`config.mk`:
```
export PLATFORM = sky130hd
export DESIGN_NAME = boot_shadow_decode
export DESIGN_NICKNAME = d
export VERILOG_FILES = /design/src/rtl/boot_shadow_pkg.sv /design/src/rtl/boot_shadow_ctrl.sv /design/src/rtl/boot_shadow_dp.sv /design/src/rtl/boot_shadow_decode.sv
export SDC_FILE = /design/constraint.sdc
export NUM_CORES = 1
export LEC_CHECK = 0
export BUFFER_PORTS_ARGS = -buffer_cell sky130_fd_sc_hd__buf_2
export CORE_AREA = 5 5 42 44
export DETAILED_ROUTE_END_ITERATION = 7
export DIE_AREA = 0 0 47 49
export GPL_TIMING_DRIVEN = 0
export PLACE_DENSITY = 0.38
export REMOVE_ABC_BUFFERS = 1
export SYNTH_ARGS = -nofsm -noshare
export SYNTH_HDL_FRONTEND = slang
export SYNTH_HIERARCHICAL = 1
export SYNTH_SLANG_ARGS = --single-unit
```
`constraint.sdc`:
```
create_clock -name clk -period 2.4 [get_ports clk]
set_input_delay 0.48 -clock clk [delete_from_list [all_inputs] [get_ports clk]]
set_output_delay 0.48 -clock clk [all_outputs]
set_load 0.005 [all_outputs]
```
`src/rtl/boot_shadow_pkg.sv`:
```
package boot_shadow_pkg;
  // Mode held by the control flag
  typedef enum logic {
    MODE_BOOT = 1'b0,
    MODE_RAM  = 1'b1
  } shadowMode_e;

  // Strobes passed from control to the decode datapath
  typedef struct packed {
    logic readRom;   // reads in the window go to ROM
    logic readRam;   // reads in the window go to RAM
  } ctrlStrobe_t;
endpackage

```
`src/rtl/boot_shadow_ctrl.sv`:
```
module boot_shadow_ctrl
  import boot_shadow_pkg::*;
(
  input  logic        clk,
  input  logic        porN,
  input  logic        ramSwN,
  output ctrlStrobe_t strobe
);
  shadowMode_e modeQ;

  // Set/reset flag: reset has priority, switch only sets, nothing clears
  always_ff @(posedge clk or negedge porN) begin
    if (!porN) begin
      modeQ <= MODE_BOOT;
    end else if (!ramSwN) begin
      modeQ <= MODE_RAM;
    end
  end

  always_comb begin
    strobe.readRom = (modeQ == MODE_BOOT);
    strobe.readRam = (modeQ == MODE_RAM);
  end
endmodule

```
`src/rtl/boot_shadow_dp.sv`:
```
module boot_shadow_dp
  import boot_shadow_pkg::*;
#(
  parameter int ADDR_W       = 24,
  parameter int REGION_BYTES = 1024
) (
  input  logic [ADDR_W-1:0] addr,
  input  logic              rdWr,
  input  logic              asN,
  input  ctrlStrobe_t       strobe,
  output logic              romCsN,
  output logic              ramCsN
);
  localparam int REGION_AW = $clog2(REGION_BYTES);

  logic inWindow;

  generate
    if (REGION_AW >= ADDR_W) begin : g_full_space
      assign inWindow = 1'b1;
    end else begin : g_upper_zero
      assign inWindow = (addr[ADDR_W-1:REGION_AW] == '0);
    end
  endgenerate

  logic hit;
  logic romSel;
  logic ramSel;

  always_comb begin
    hit    = inWindow && !asN;
    romSel = hit && rdWr && strobe.readRom;
    ramSel = hit && (!rdWr || strobe.readRam);
    romCsN = !romSel;
    ramCsN = !ramSel;
  end
endmodule

```
`src/rtl/boot_shadow_decode.sv`:
```
module boot_shadow_decode
  import boot_shadow_pkg::*;
#(
  parameter int ADDR_W       = 24,
  parameter int REGION_BYTES = 1024
) (
  input  logic              clk,
  input  logic              porN,
  input  logic              ramSwN,
  input  logic [ADDR_W-1:0] addr,
  input  logic              rdWr,
  input  logic              asN,
  output logic              romCsN,
  output logic              ramCsN
);
  ctrlStrobe_t ctrlStrobe;

  boot_shadow_ctrl u_ctrl (
    .clk    (clk),
    .porN   (porN),
    .ramSwN (ramSwN),
    .strobe (ctrlStrobe)
  );

  boot_shadow_dp #(
    .ADDR_W       (ADDR_W),
    .REGION_BYTES (REGION_BYTES)
  ) u_dp (
    .addr   (addr),
    .rdWr   (rdWr),
    .asN    (asN),
    .strobe (ctrlStrobe),
    .romCsN (romCsN),
    .ramCsN (ramCsN)
  );
endmodule

```
==> impl_metrics.json <==
{
  "holdCritPathClass": "in -> async",
  "port_buffers": 20,
  "wirelength_microns": 520,
  "power.leakage_uw": 0.000107,
  "yosysTopAreaCellShare": 0.282,
  "ys.warnings.count": 6,
  "largest_register": "u_ctrl/modeQ",
  "synth_top_area_cell": "dfrtp_1",
  "avgSynthCellArea_sq_um": 7.40,
  "grt_pass1_vias": 166,
  "r2r_cells": 1,
  "route.vias.total": 155,
  "clkLatencyLatePin_ns": 0,
  "postCtsSetupBuffers": 0,
  "max_clock_freq_mhz": 561,
  "synth_cells": 12,
  "largest_reg_flops": 1,
  "grt.total_usage": 0.0415,
  "num_antenna_cells": 0,
  "grt_remaining_overflow": 0,
  "dr.pass1.iters": 1,
  "wl_per_cell_microns": 11.1,
  "area_delta_synth_final_pct": 127,
  "clk_pin_slew_worst_paths_ns": 0,
  "start_kind": "primary input",
  "chipHeight_microns": 49,
  "worst_pin_slew_ns": 0.215,
  "critical_path_class": "in -> out",
  "whs_ns": 0.256,
  "die_w_microns": 47,
  "rsz0062_at_grt": "no",
  "dieArea_sq_um": 2300,
  "fin_crit_sh": 0.743,
  "synth_cell_types": 9,
  "slew_headroom": 0.855,
  "finalSetupViolations": 0,
  "setup_tns_ns": 0,
  "largestRegisters": "u_ctrl/modeQ: 1 flops",
  "cp.required_ns": 1.92,
  "worstPathMaxFanout": 2,
  "cts_resized": 0,
  "initial_core_util": 0.0634,
  "postCtsHoldBufs": 0,
  "final_antenna_net_count": 0,
  "fp.coreArea_sq_um": 1400,
  "rows": 14,
  "max-cap-violations": 0,
  "fin_crit_ns": 1.78,
  "finalWeightedCongestion": 0.665,
  "nets": 62,
  "grt_max_degree": 4,
  "maxSlewViolCount": 0,
  "synth.area.top_cells": "dfrtp_1 28%, nor4_1 21%, and4_1 9.9%",
  "worst_ep_arrival_time_ns": 1.30,
  "status": "finished clean",
  "syn_area_sq_um": 88.8,
  "drtIter0Drc": 0,
  "ios": 31,
  "peakVddDrop_mv": 0.0339,
  "powerDensity_nw_per_um2": 168,
  "drc": 0,
  "ys_ff_latch": 1,
  "grt_pass1_wl_microns": 710,
  "drive_above_1_share": 0.645,
  "viasPerCell": 3.30,
  "finalHoldViolCount": 0,
  "antenna_found_initial": 0,
  "skew_ns": 0,
  "cp-end-kind": "output pin",
  "ys_seq_area_frac": 0.282
}
[cells in the mapped netlist]
cell      instances
nor4_1            3
buf_4             1
nand2b_1          1
inv_1             2
nand3_1           1
dfrtp_1           1
o21ai_0           1
and4_1            1
nor3_1            1
[area by class of cell]
type	count	area (sq um)
Fill cell	172	1200
Timing Repair Buffer	20	100
Multi-Input combinational cell	8	48.8
Sequential cell	1	25.0
Tap cell	16	20.0
Inverter	2	7.51
[placed cells by master, fill, tap and decap left out, drive strengths merged]
| cell type | netlist | layout |
|---|---|---|
| buf | 1 | 20 |
| nor4 | 3 | 3 |
| inv | 2 | 2 |
| nand2b | 1 | 1 |
| dfrtp | 1 | 1 |
| nor3 | 1 | 1 |
| and4 | 1 | 1 |
| o21ai | 1 | 1 |
| nand3 | 1 | 1 |
[worst max-delay path: stages]
cell and delay, ns:
buf_2 0.10, nor4_1 0.25, and4_1 0.25, o21ai_0 0.09, buf_2 0.13
[per-stage QoR]
step | cell area (sq um) | power (uW) | instances | worst slack (ns) | utilization
final | 201 | 33.8 | 47 | 0.618 | 0.144
after floorplan | 81.3 | 18.6 | 11 | 0.905 | -
after CTS | 201 | 33.9 | 47 | 0.617 | 0.144
after global placement | 201 | 33.4 | 47 | 0.612 | 0.144
after detailed placement | 201 | 33.8 | 47 | 0.616 | 0.144
after global routing | 201 | 35.8 | 47 | 0.527 | 0.144
[power breakdown]
| group | total [uW] | switching [uW] | internal, uW | leakage (uW) |
|---|---|---|---|---|
| registers | 17.2 | 0.0000000000000265 | 17.2 | 0.00000875 |
| clock network | 0 | 0 | 0 | 0 |
| logic | 16.7 | 5.55 | 11.1 | 0.0000984 |
[per-layer routing]
| layer | vias up | global-route usage | share of wire |
|---|---|---|---|
| met5 | - | 0 | 0 |
| met4 | 0 | 0 | 0 |
| met3 | 0 | 0.0221 | 0.27 |
| met2 | 21 | 0.0249 | 0.12 |
| met1 | 51 | 0.0917 | 0.61 |
| li1 | 83 | - | - |
[logic make-up after synthesis]
group           Yosys count  synth area share
buf+inv                   3             0.169
flops                     1             0.282
simple gates              7             0.493
compound gates            1            0.0563
[worst paths after layout]
check	from	endpoint	slack, ns
max	addr[11]	ramCsN	0.62
min reg2reg	u_ctrl/modeQ	u_ctrl/modeQ	0.48
min	porN	u_ctrl/modeQ	0.26
max in group asynchronous	porN	u_ctrl/modeQ	2.06
min in group clk	u_ctrl/modeQ	u_ctrl/modeQ	0.48
max reg2reg	u_ctrl/modeQ	u_ctrl/modeQ	1.77
Power figures use the tool's default switching activity.
